[src/rtl/pmp_chk_pkg.sv]
package pmp_chk_pkg;

  // Configuration byte layout: {lock, mode[1:0], x, w, r}
  localparam int CFG_W = 6;

  localparam logic [1:0] PRIV_MACH = 2'b11;
  localparam logic [1:0] MODE_OFF  = 2'b00;

  typedef enum logic [1:0] {
    ACC_RD   = 2'b00,
    ACC_WR   = 2'b01,
    ACC_EX   = 2'b10,
    ACC_NONE = 2'b11
  } acc_e;

  typedef struct packed {
    logic       lock;
    logic [1:0] mode;
    logic       x;
    logic       w;
    logic       r;
  } rcfg_t;

  typedef struct packed {
    logic x;
    logic w;
    logic r;
  } perm_t;

endpackage

[src/rtl/pmp_perm_decode.sv]
module pmp_perm_decode
  import pmp_chk_pkg::*;
(
  input  logic       lock_i,
  input  perm_t      bits_i,
  input  logic       mml_i,
  input  logic       mach_i,
  input  logic [1:0] acc_i,
  output logic       allow_o
);

  perm_t m_perm;
  perm_t u_perm;
  perm_t use_perm;

  // Grant table per privilege level
  always_comb begin
    m_perm = '0;
    u_perm = '0;
    if (!mml_i) begin
      u_perm = bits_i;
      m_perm = lock_i ? bits_i : 3'b111;
    end else begin
      case ({lock_i, bits_i})
        4'b0001: u_perm = 3'b001;
        4'b0010: begin m_perm = 3'b011; u_perm = 3'b001; end
        4'b0011: u_perm = 3'b011;
        4'b0100: u_perm = 3'b100;
        4'b0101: u_perm = 3'b101;
        4'b0110: begin m_perm = 3'b011; u_perm = 3'b011; end
        4'b0111: u_perm = 3'b111;
        4'b1001: m_perm = 3'b001;
        4'b1010: begin m_perm = 3'b100; u_perm = 3'b100; end
        4'b1011: m_perm = 3'b011;
        4'b1100: m_perm = 3'b100;
        4'b1101: m_perm = 3'b101;
        4'b1110: begin m_perm = 3'b101; u_perm = 3'b100; end
        4'b1111: begin m_perm = 3'b001; u_perm = 3'b001; end
        default: begin m_perm = '0; u_perm = '0; end
      endcase
    end
  end

  assign use_perm = mach_i ? m_perm : u_perm;

  always_comb begin
    case (acc_i)
      ACC_RD:  allow_o = use_perm.r;
      ACC_WR:  allow_o = use_perm.w;
      ACC_EX:  allow_o = use_perm.x;
      default: allow_o = 1'b0;
    endcase
  end

endmodule

[src/rtl/pmp_chan_check.sv]
module pmp_chan_check
  import pmp_chk_pkg::*;
#(
  parameter int NUM_REGIONS = 16
) (
  input  logic [NUM_REGIONS-1:0]            match_i,
  input  logic [NUM_REGIONS-1:0][CFG_W-1:0] cfg_i,
  input  logic [1:0]                        priv_i,
  input  logic [1:0]                        acc_i,
  input  logic                              mml_i,
  input  logic                              mmwp_i,
  output logic                              err_o
);

  logic                   mach;
  logic [NUM_REGIONS-1:0] eff_hit;
  logic [NUM_REGIONS-1:0] allow_vec;
  logic                   any_hit;
  logic                   sel_allow;

  assign mach = (priv_i == PRIV_MACH);

  for (genvar i = 0; i < NUM_REGIONS; i++) begin : g_region
    rcfg_t rc;
    assign rc         = rcfg_t'(cfg_i[i]);
    assign eff_hit[i] = match_i[i] && (rc.mode != MODE_OFF);

    pmp_perm_decode u_dec (
      .lock_i  (rc.lock),
      .bits_i  ({rc.x, rc.w, rc.r}),
      .mml_i   (mml_i),
      .mach_i  (mach),
      .acc_i   (acc_i),
      .allow_o (allow_vec[i])
    );
  end

  // Lowest index wins: scan from the top so lower indices overwrite
  always_comb begin
    any_hit   = 1'b0;
    sel_allow = 1'b0;
    for (int i = NUM_REGIONS - 1; i >= 0; i--) begin
      if (eff_hit[i]) begin
        any_hit   = 1'b1;
        sel_allow = allow_vec[i];
      end
    end
  end

  // Fallback policy when no active region hits
  always_comb begin
    if (any_hit)             err_o = !sel_allow;
    else if (!mach)          err_o = 1'b1;
    else if (acc_i == ACC_EX) err_o = mmwp_i || mml_i;
    else                     err_o = mmwp_i;
  end

endmodule

[config.mk]
export PLATFORM = sky130hd
export DESIGN_NAME = pmp_chan_check
export DESIGN_NICKNAME = d
export VERILOG_FILES = /design/src/rtl/pmp_chk_pkg.sv /design/src/rtl/pmp_perm_decode.sv /design/src/rtl/pmp_chan_check.sv
export SDC_FILE = /design/constraint.sdc
export NUM_CORES = 1
export LEC_CHECK = 0
export ABC_CLOCK_PERIOD_IN_PS = 3700
export CORE_MARGIN = 2
export CORE_UTILIZATION = 47
export DETAILED_ROUTE_END_ITERATION = 8
export GPL_ROUTABILITY_DRIVEN = 0
export MAX_ROUTING_LAYER = met4
export PLACE_DENSITY = 0.85
export SLEW_MARGIN = 40
export SYNTH_ARGS = -nofsm -noshare
export SYNTH_HDL_FRONTEND = slang
export SYNTH_SLANG_ARGS = --single-unit
[constraint.sdc]
create_clock -name vclk -period 3.7
set_input_delay 0.925 -clock vclk [all_inputs]
set_output_delay 0.925 -clock vclk [all_outputs]
set_load 0.1 [all_outputs]
==> metrics.log, run 1 <==
INFO  metric synthTopCellsByArea = o21ai_0 9.7%, a21oi_1 4.8%, nor2_1 4.5%
INFO  metric grt_overflow_total = 19
INFO  metric adder_cell_share_of_the_synthesized_area = 0
INFO  metric dieWidth = between 80 and 90 µm
INFO  metric log_error = [ERROR GRT-0232] Routing congestion too high. Check the congestion heatmap in the GUI.
INFO  metric synth_largest_type_area_fraction = 0.09662
INFO  metric yosysMostFrequentCell = o21ai_0
INFO  metric boundaryPins = about 120
INFO  metric yosys.area_share.simple = 0.3611
INFO  metric total_number_of_placement_rows = 29
INFO  metric half_perimeter_wire_length_after_placement = between 10,000 and 15,000 µm
INFO  metric yosysWarnings = 0
INFO  metric fp.dieH = around 85 µm
INFO  metric share_of_the_synthesized_area_in_compound_gates_ao_oa_aoi_oai = 0.5113
INFO  metric muxShareOfSynthArea = 0.009662
INFO  metric run_status = aborted with a tool error
INFO  metric worst_endpoint_kind = top-level output
INFO  metric grt_repair_worst_endpoint = err_o
INFO  metric number_of_instances_in_the_synthesized_netlist = between 500 and 600
INFO  metric synth_top_family_by_area = compound AO/OA/AOI/OAI gates
INFO  metric buffer_ports.inserted = between 100 and 150
INFO  metric synth-xor-area-share = 0.01409
INFO  metric overall_routing_resource_usage = 0.7457
INFO  metric synth-seq-area-share = 0
INFO  metric synth_top_cell_by_area = o21ai_0
INFO  metric yosysUniqueCellTypes = a little over 70
INFO  metric synth_commonest_cells = 60 x o21ai_0, 37 x nor2_1, 32 x nand2_1, 30 x a21oi_1, 27 x nand3_1
INFO  metric synth.net_count = roughly 620
INFO  metric initial_utilization = 0.4867
INFO  metric post_synthesis_cell_area = 3108 µm²
INFO  metric grt_max_degree = 18
INFO  metric failing_step = global routing (5_1_grt)
INFO  metric avgSynthCellArea = 6.142 µm²
timing repair:
item,4_1_cts
hold buffers,0
endpoints found under the setup margin,1
cloned,2
buffers inserted,7
pin swaps,51
gates resized for setup,145
per-layer routing:
layer	GRT overflow	GRT usage
met1	0	0.7302
met3	0	0.5973
met2	11	0.9013
met5	-	-
met4	8	0.6883
kinds of logic after synthesis:
logic type / count (synthesis)
buffers and inverters: 67
AND/OR/NAND/NOR: 198
AO/OA/AOI/OAI: 233
multiplexers: 3
XOR/XNOR: 5
metrics by stage:
step                      area [µm²]  std cells  utilization  setup slack (ns)  TNS [ns]
after CTS                       5534        794       0.8666           -0.2240   -0.2240
after detailed placement        5195        788       0.8135           -0.7722   -0.7722
after global placement          5195        788       0.8135           -0.7084   -0.7084
after floorplan                 3138        506            -           -0.3630   -0.3630
==> run 2, diff against run 1 <==
--- a/config.mk
+++ b/config.mk
@@ -7,11 +7,10 @@
 export LEC_CHECK = 0
 export ABC_CLOCK_PERIOD_IN_PS = 3700
 export CORE_MARGIN = 2
-export CORE_UTILIZATION = 47
+export CORE_UTILIZATION = 40
 export DETAILED_ROUTE_END_ITERATION = 8
 export GPL_ROUTABILITY_DRIVEN = 0
-export MAX_ROUTING_LAYER = met4
-export PLACE_DENSITY = 0.85
+export PLACE_DENSITY_LB_ADDON = 0.15
 export SLEW_MARGIN = 40
 export SYNTH_ARGS = -nofsm -noshare
 export SYNTH_HDL_FRONTEND = slang
==> run 2 against run 1 <==
Net effect: the flow now finishes, with violations (negative setup slack); synthesized cell count is the same; area after synthesis is the same.
==> metrics.log, run 2 <==
INFO  metric number_of_global_route_vias_before_repair = 4,908
INFO  metric fp.dieH = 92.15 µm (+8.0%)
INFO  metric grt_setup_unrepaired = true
INFO  metric cellPowerDensity = roughly 120 nW/µm²
INFO  metric cap_viol_max_count = 0
INFO  metric maxSlewViolCount = 0
INFO  metric max_freq = about 250 MHz
INFO  metric layout.cells.most_common = buf_4
INFO  metric die_area = between 8000 and 9000 µm²
INFO  metric dieWidth = 92.15 µm (+8.0%)
INFO  metric timing.critical_path.arrival = between 3 and 4 ns
INFO  metric slew_headroom = 0.7150
INFO  metric timing.setup.critical_path_class = input port to output port
INFO  metric yosysUniqueCellTypes = 72 (unchanged)
INFO  metric layout.sequential_cells = 0
INFO  metric cp_max_fo = 3
INFO  metric fin_crit_sh = 1.080
INFO  metric clock_buffers = 0
INFO  metric power_leakage = approximately 0.0023 µW
INFO  metric number_of_instances_in_the_synthesized_netlist = 506 (unchanged)
INFO  metric fillCellCount = 610
INFO  metric power.ir.vdd_worst = roughly 71 µV
INFO  metric synthTopCellsByArea = o21ai_0 9.7%, a21oi_1 4.8%, nor2_1 4.5%
INFO  metric antenna_left = 0
INFO  metric grt_max_degree = 16
INFO  metric yosysMostFrequentCell = o21ai_0
INFO  metric finalWorstSetupSlack = -0.2978 ns
INFO  metric grt_overflow_total = 0
INFO  metric synth.net_count = 624 (unchanged)
INFO  metric violations_in_the_final_reports = negative setup slack
INFO  metric buffer_ports.inserted = 119 (unchanged)
INFO  metric first_pass_grt_wire_length = around 23,000 µm
INFO  metric drt_first_iter_violations = roughly 490
INFO  metric run_status = complete, but fails checks
INFO  metric final_nets = between 800 and 900
INFO  metric dr_total_vias = 5,255
INFO  metric worst_pin_slew = approximately 0.43 ns
INFO  metric overall_routing_resource_usage = 0.3251
INFO  metric period_minus_slack = between 3 and 4 ns
INFO  metric half_perimeter_wire_length_after_placement = 10,590 µm (-5.0%)
INFO  metric number_of_antenna_violations_at_the_first_check_in_global_routing = 0
INFO  metric initial_utilization = 0.4086 (-0.07812)
INFO  metric critPathRequiredTime = between 2 and 3 ns
INFO  metric antennaDiodeCount = 0
INFO  metric post_route_cells_drive_above_1_share = 0.3083
INFO  metric hold_end = err_o
INFO  metric crit_slowest_cell = or4b_4
INFO  metric timing_hold_violations_final = 0
INFO  metric worstSetupStartpointType = input port
INFO  metric timing.hold.worst_path_depth = 7
INFO  metric synth_commonest_cells = 60 x o21ai_0, 37 x nor2_1, 32 x nand2_1, 30 x a21oi_1, 27 x nand3_1
INFO  metric area.growth.synth_to_final = 82.41%
INFO  metric hp_class = input port to output port
INFO  metric drt_first_pass_iters = 5
INFO  metric core-area = around 7600 µm²
INFO  metric finalSetupViolCount = 1
INFO  metric fin_setup_tns = -0.2978 ns
INFO  metric timing.critical_path.cells = clkdlybuf4s50_1, o21ai_2, nand3_1, a211oi_1, or4b_4, o311ai_2, o211ai_1, a211oi_4, buf_12
INFO  metric setup.worst_path.end_class = output port
INFO  metric synth-seq-area-share = 0 (unchanged)
INFO  metric wl = 14,900 µm
INFO  metric most_frequent_cells_in_the_layout = 133 x buf_4, 65 x clkdlybuf4s50_1, 41 x o21ai_0
INFO  metric boundaryPins = 119 (unchanged)
INFO  metric total_number_of_placement_rows = 32 (+10%)
INFO  metric avgSynthCellArea = 6.142 µm² (unchanged)
INFO  metric synth_top_cell_by_area = o21ai_0
INFO  metric finalInstanceArea = 5669 µm²
INFO  metric route.detailed.wl_per_inst = around 18 µm
INFO  metric slowest_delay = 0.49 ns
INFO  metric dpl_cell_area = 5226 µm² (+0.60%)
INFO  metric vias_per_cell = between 6 and 7
INFO  metric post_synthesis_cell_area = 3108 µm² (unchanged)
INFO  metric area_taken_by_flip_flops_and_latches = 0 µm²
INFO  metric hold_buffers = 0 (unchanged)
INFO  metric route.detailed.drc = 0
INFO  metric yosysWarnings = 0 (unchanged)
INFO  metric whs = about 2.9 ns
INFO  metric synth_largest_type_area_fraction = 0.09662 (unchanged)
INFO  metric launch_instance_of_the_worst_min_delay_path = acc_i[0]
==> run 2: cell counts after synthesis <==
No cell type changed its count.
==> run 2: final cells by class <==
cell class,count,area [µm²],share of cell area
repair buffers,264,2362,0.4167
well taps,102,127.6,0.02251
multi-input cells,439,3115,0.5495
inverters,17,63.81,0.01126
==> run 2: how the worst max path moves through the flow <==
| stage | from | end | slack, ns |
|---|---|---|---|
| after detailed placement | priv_i[0] | err_o | -0.76 |
| after global placement | priv_i[0] | err_o | -0.73 |
| after floorplan | acc_i[1] | err_o | -0.36 |
| final | match_i[12] | err_o | -0.30 |
| after CTS | priv_i[1] | err_o | -0.24 |
| after global routing | match_i[12] | err_o | -0.36 |
==> run 2: per-layer routing <==
layer  share of wire  GRT usage  wire length [µm]
met5               0          0                 0
met4           0.027    0.08333               409
met3           0.090    0.02465              1347
met1            0.41     0.4401              6094
met2            0.47     0.5564              7045
==> run 2: through the flow <==
| step | setup WS (ns) | instances | utilization | total power (µW) |
|---|---|---|---|---|
| after CTS | -0.2410 | 820 | 0.7289 | 639.8 |
| after floorplan | -0.3630 | 506 | - | 274.4 |
| after detailed placement | -0.7589 | 808 | 0.6870 | 604.2 |
| final | -0.2978 | 822 | 0.7452 | 679.8 |
| after global routing | -0.3629 | 822 | 0.7452 | 721.5 |
| after global placement | -0.7253 | 808 | 0.6870 | 590.7 |
==> run 2: critical path, delay by kind of cell <==
| kind | cells | cell delay (ns) |
|---|---|---|
| AND/OR/NAND/NOR | 2 | 0.63 |
| AO/OA/AOI/OAI | 5 | 0.89 |
| buffers and inverters | 2 | 0.62 |
==> run 2: cell families after synthesis <==
| logic type | Yosys count | synth area share |
|---|---|---|
| xor+xnor | 5 | 0.01409 |
| simple gates | 198 | 0.3611 |
| buf+inv | 67 | 0.1039 |
| mux | 3 | 0.009662 |
| compound gates | 233 | 0.5113 |
==> run 2: power by group <==
part | switching, µW | leakage, µW | internal, µW
Sequential | 0 | 0 | 0
Combinational | 332 | 0.00228 | 348
Clock | 0 | 0 | 0
Total | 332 | 0.00228 | 348
==> run 2: repair_timing <==
action / 4_1_cts / 5_1_grt
endpoints found under the hold margin: 0 / 0
setup buffers: 11 / 2
gates cloned: 2 / 0
pin swaps: 37 / 19
endpoints found under the setup margin: 1 / 1
resized for setup: 133 / 38
(Power assumes the default switching activity.)
==> run 3, diff against run 2 <==
--- a/config.mk
+++ b/config.mk
@@ -6,7 +6,6 @@
 export NUM_CORES = 1
 export LEC_CHECK = 0
 export ABC_CLOCK_PERIOD_IN_PS = 3700
-export CORE_MARGIN = 2
 export CORE_UTILIZATION = 40
 export DETAILED_ROUTE_END_ITERATION = 8
 export GPL_ROUTABILITY_DRIVEN = 0
==> run 3 against run 2 <==
Net effect: the run still ends with negative setup slack left; count of clock-buffer cells in the layout unchanged; final area up 3.5%; sequential share of layout area unchanged; total power up 3.4%; setup slack worse by 0.0097 ns; sequential cell count unchanged; combinational power up 3.4%; maximum frequency down 0.24%; largest cell class unchanged; first-iteration DRC count up 15%.
==> metrics.log, run 3 (synthesis gave the netlist of run 2 again) <==
INFO  metric run_status = complete, but fails checks
INFO  metric violations_in_the_final_reports = negative setup slack
INFO  metric antennaDiodeCount = 0 (unchanged)
INFO  metric maxSlewViolCount = 0 (unchanged)
INFO  metric fin_setup_tns = -0.3076 ns (-0.009749 ns)
INFO  metric cap_viol_max_count = 0 (unchanged)
INFO  metric fin_crit_sh = 1.083 (+0.002635)
INFO  metric cellPowerDensity = 119.8 nW/µm² (about the same)
INFO  metric slew_headroom = 0.7083 (-0.006767)
INFO  metric antenna_left = 0 (unchanged)
INFO  metric route.detailed.drc = 0 (unchanged)
INFO  metric number_of_global_route_vias_before_repair = 4,782 (-2.6%)
INFO  metric setup.worst_path.end_class = output port
INFO  metric overall_routing_resource_usage = 0.3196 (-0.005449)
INFO  metric half_perimeter_wire_length_after_placement = 10,550 µm (-0.40%)
INFO  metric max_freq = 249.5 MHz (-0.24%)
INFO  metric initial_utilization = 0.4217 (+0.01318)
INFO  metric most_frequent_cells_in_the_layout = 133 x buf_4, 49 x clkdlybuf4s50_1, 42 x dlygate4sd2_1
INFO  metric vias_per_cell = 6.507 (+1.8%)
INFO  metric cp_max_fo = 3 (unchanged)
INFO  metric total_number_of_placement_rows = 31 (-3.1%)
INFO  metric hp_class = input port to output port
INFO  metric timing_hold_violations_final = 0 (unchanged)
INFO  metric cp-startpoint = cfg_i[46]
INFO  metric area.growth.synth_to_final = 88.73%
INFO  metric grt_overflow_total = 0 (unchanged)
INFO  metric dieWidth = 90.15 µm (-2.2%)
INFO  metric drt_first_pass_iters = 5 (unchanged)
INFO  metric critPathRequiredTime = 2.77 ns (about the same)
INFO  metric finalInstanceArea = 5866 µm² (+3.5%)
INFO  metric whs = 2.663 ns (-0.1970 ns)
INFO  metric layout.sequential_cells = 0 (unchanged)
INFO  metric timing.setup.critical_path_class = input port to output port
INFO  metric post_route_cells_drive_above_1_share = 0.3352 (+0.02682)
INFO  metric core-area = 7370 µm² (-3.1%)
INFO  metric timing.critical_path.arrival = 3.08 ns (about the same)
INFO  metric buffer_ports.inserted = 119 (unchanged)
INFO  metric dr_total_vias = 5,401 (+2.8%)
INFO  metric grt_setup_unrepaired = true
INFO  metric layout.cells.most_common = buf_4
INFO  metric worstSetupStartpointType = input port
INFO  metric number_of_antenna_violations_at_the_first_check_in_global_routing = 0 (unchanged)
INFO  metric wl = 14,620 µm (-1.9%)
INFO  metric first_pass_grt_wire_length = 22,340 µm (-4.4%)
INFO  metric finalWorstSetupSlack = -0.3076 ns (-0.009749 ns)
INFO  metric power_leakage = 0.002432 µW (+6.7%)
INFO  metric dpl_cell_area = 5268 µm² (+0.79%)
INFO  metric area_taken_by_flip_flops_and_latches = 0 µm² (unchanged)
INFO  metric finalSetupViolCount = 1 (unchanged)
INFO  metric clock_buffers = 0 (unchanged)
INFO  metric power.ir.vdd_worst = 72.26 µV (+1.1%)
INFO  metric worst_pin_slew = 0.4308 ns (+0.003342 ns)
INFO  metric boundaryPins = 119 (unchanged)
INFO  metric grt_max_degree = 15 (-1)
INFO  metric final_nets = 851 (+1.3%)
INFO  metric die_area = 8126 µm² (-4.3%)
INFO  metric period_minus_slack = 4.008 ns (+0.009749 ns)
INFO  metric setup.worst_path.end = err_o
INFO  metric fp.dieH = 90.15 µm (-2.2%)
INFO  metric drt_first_iter_violations = 559 (+15%)
INFO  metric route.detailed.wl_per_inst = 17.61 µm (-2.8%)
run 3: changes by cell type in the layout (fill, tap and decap cells not counted), moves of 6 or more:
| cell | previous run | this run |
|---|---|---|
| dlygate4sd2_1 | 35 | 42 |
| clkdlybuf4s50_1 | 65 | 49 |
| buf_6 | 8 | 14 |
| dlymetal6s2s_1 | 6 | 14 |
run 3: final cells by class:
| cell class | count | area (µm²) |
|---|---|---|
| Multi-Input combinational cell | 440 | 3203 |
| Fill cell | 539 | 1504 |
| Tap cell | 99 | 123.9 |
| Timing Repair Buffer | 274 | 2475 |
| Inverter | 17 | 63.81 |
run 3: routing by layer:
layer / GRT usage / vias up / part of all wire
met2: 0.5534 / 393 / 0.49
li1: - / 2459 / -
met5: 0 / - / 0
met3: 0.03130 / 51 / 0.10
met1: 0.4211 / 2498 / 0.39
met4: 0.08065 / 0 / 0.021
run 3: per-stage QoR:
stage               total power [µW]  setup WS (ns)    util  std cells
global placement               594.0        -0.6572  0.7148        811
CTS                            645.4        -0.2044  0.7601        822
floorplan                      274.4        -0.3630       -        506
detailed placement             607.9        -0.7289  0.7148        811
global route                   743.4        -0.3504  0.7959        830
finish                         702.7        -0.3076  0.7959        830
run 3: how the worst min path moves through the flow:
stage                     slack, ns       start    end  cells past startpoint
final                          2.66    acc_i[1]  err_o                      6
after global routing           2.69    acc_i[1]  err_o                      6
after CTS                      2.62    acc_i[1]  err_o                      6
after detailed placement       3.02    cfg_i[1]  err_o                      7
after global placement         2.99  match_i[8]  err_o                      8
after floorplan                2.30    cfg_i[1]  err_o                      5
run 3: repair_timing:
action,in CTS,in global routing
buffers inserted,13,8
pin swaps,57,44
hold buffers,0,0
endpoints found under the setup margin,1,1
gates cloned,2,0
gates resized for setup,165,51
hold endpoints to repair,0,0
run 3: report_power, final:
part	leakage, µW	internal (µW)	switching, µW
clock	0	0	0
sequential	0	0	0
combinational	0.00243	360	343
total	0.00243	360	343
run 3: critical path, cell delays in order:
cell and delay (ns):
clkdlybuf4s50_1 0.41, o21ai_0 0.27, nand4_1 0.22, nor4_4 0.27, a21boi_2 0.11, o311ai_4 0.10
buf_4 0.19, o221ai_4 0.10, a211oi_4 0.26, buf_12 0.22
==> run 4, diff against run 3 <==
--- a/config.mk
+++ b/config.mk
@@ -6,7 +6,7 @@
 export NUM_CORES = 1
 export LEC_CHECK = 0
 export ABC_CLOCK_PERIOD_IN_PS = 3700
-export CORE_UTILIZATION = 40
+export CORE_UTILIZATION = 45
 export DETAILED_ROUTE_END_ITERATION = 8
 export GPL_ROUTABILITY_DRIVEN = 0
 export PLACE_DENSITY_LB_ADDON = 0.15
==> run 4 against run 3 <==
Net effect: the flow now stops in global routing (5_1_grt); synthesized cell count unchanged; area after synthesis did not move.
==> metrics.log, run 4 <==
INFO  metric run_status = aborted with a tool error
INFO  metric failing_step = global routing (5_1_grt)
INFO  metric log_error = [ERROR GRT-0116] Global routing finished with congestion. Check the congestion regions in the DRC Viewer.
INFO  metric yosysWarnings = 0 (unchanged)
INFO  metric avgSynthCellArea = 6.142 µm² (unchanged)
INFO  metric synth.net_count = 624 (unchanged)
INFO  metric yosysUniqueCellTypes = 72 (unchanged)
INFO  metric overall_routing_resource_usage = 0.5824
INFO  metric number_of_global_route_vias_before_repair = approximately 6,400
INFO  metric total_number_of_placement_rows = 29 (-6.5%)
INFO  metric initial_utilization = 0.4785 (+0.05679)
INFO  metric number_of_instances_in_the_synthesized_netlist = 506 (unchanged)
INFO  metric dpl_worst_slack = -0.7153 ns (+0.01360 ns)
INFO  metric grt_max_degree = 14
INFO  metric fp.dieH = 85.11 µm (-5.6%)
INFO  metric first_pass_grt_wire_length = about 33,000 µm
INFO  metric synthTopCellsByArea = o21ai_0 9.7%, a21oi_1 4.8%, nor2_1 4.5%
INFO  metric yosysMostFrequentCell = o21ai_0
INFO  metric synth-seq-area-share = 0 (unchanged)
INFO  metric grt_overflow_total = 2
INFO  metric synth_commonest_cells = 60 x o21ai_0, 37 x nor2_1, 32 x nand2_1, 30 x a21oi_1, 27 x nand3_1
INFO  metric post_synthesis_cell_area = 3108 µm² (unchanged)
INFO  metric synth_top_cell_by_area = o21ai_0
INFO  metric synth_largest_type_area_fraction = 0.09662 (unchanged)
INFO  metric dieWidth = 85.11 µm (-5.6%)
INFO  metric half_perimeter_wire_length_after_placement = 10,740 µm (+1.8%)
INFO  metric boundaryPins = 119 (unchanged)
INFO  metric dpl_cell_area = 5293 µm² (+0.48%)
INFO  metric buffer_ports.inserted = 119 (unchanged)
## run 4: cell counts after synthesis
Identical to the previous run, type by type.
## run 4: kinds of logic after synthesis
logic type / Yosys count / synth area share
buffers and inverters: 67 / 0.1039
and+or+nand+nor: 198 / 0.3611
xor gates and xnor gates: 5 / 0.01409
muxes: 3 / 0.009662
AOI/OAI and AO/OA: 233 / 0.5113
## run 4: timing repair
| item | in CTS |
|---|---|
| resized for setup | 153 |
| pin swaps | 59 |
| setup buffers | 22 |
| hold buffers | 0 |
| cloned | 4 |
| setup endpoints to repair | 1 |
## run 4: metal layers
metal  GRT usage  overflow
met3      0.3541         0
met5           0         0
met2      0.8189         1
met1      0.6230         0
met4      0.4684         1
## run 4: stage by stage
stage | std cells | TNS [ns]
2_1_floorplan | 506 | -0.3630
3_3_place_gp | 796 | -0.6462
3_5_place_dp | 796 | -0.7153
4_1_cts | 821 | -0.2377
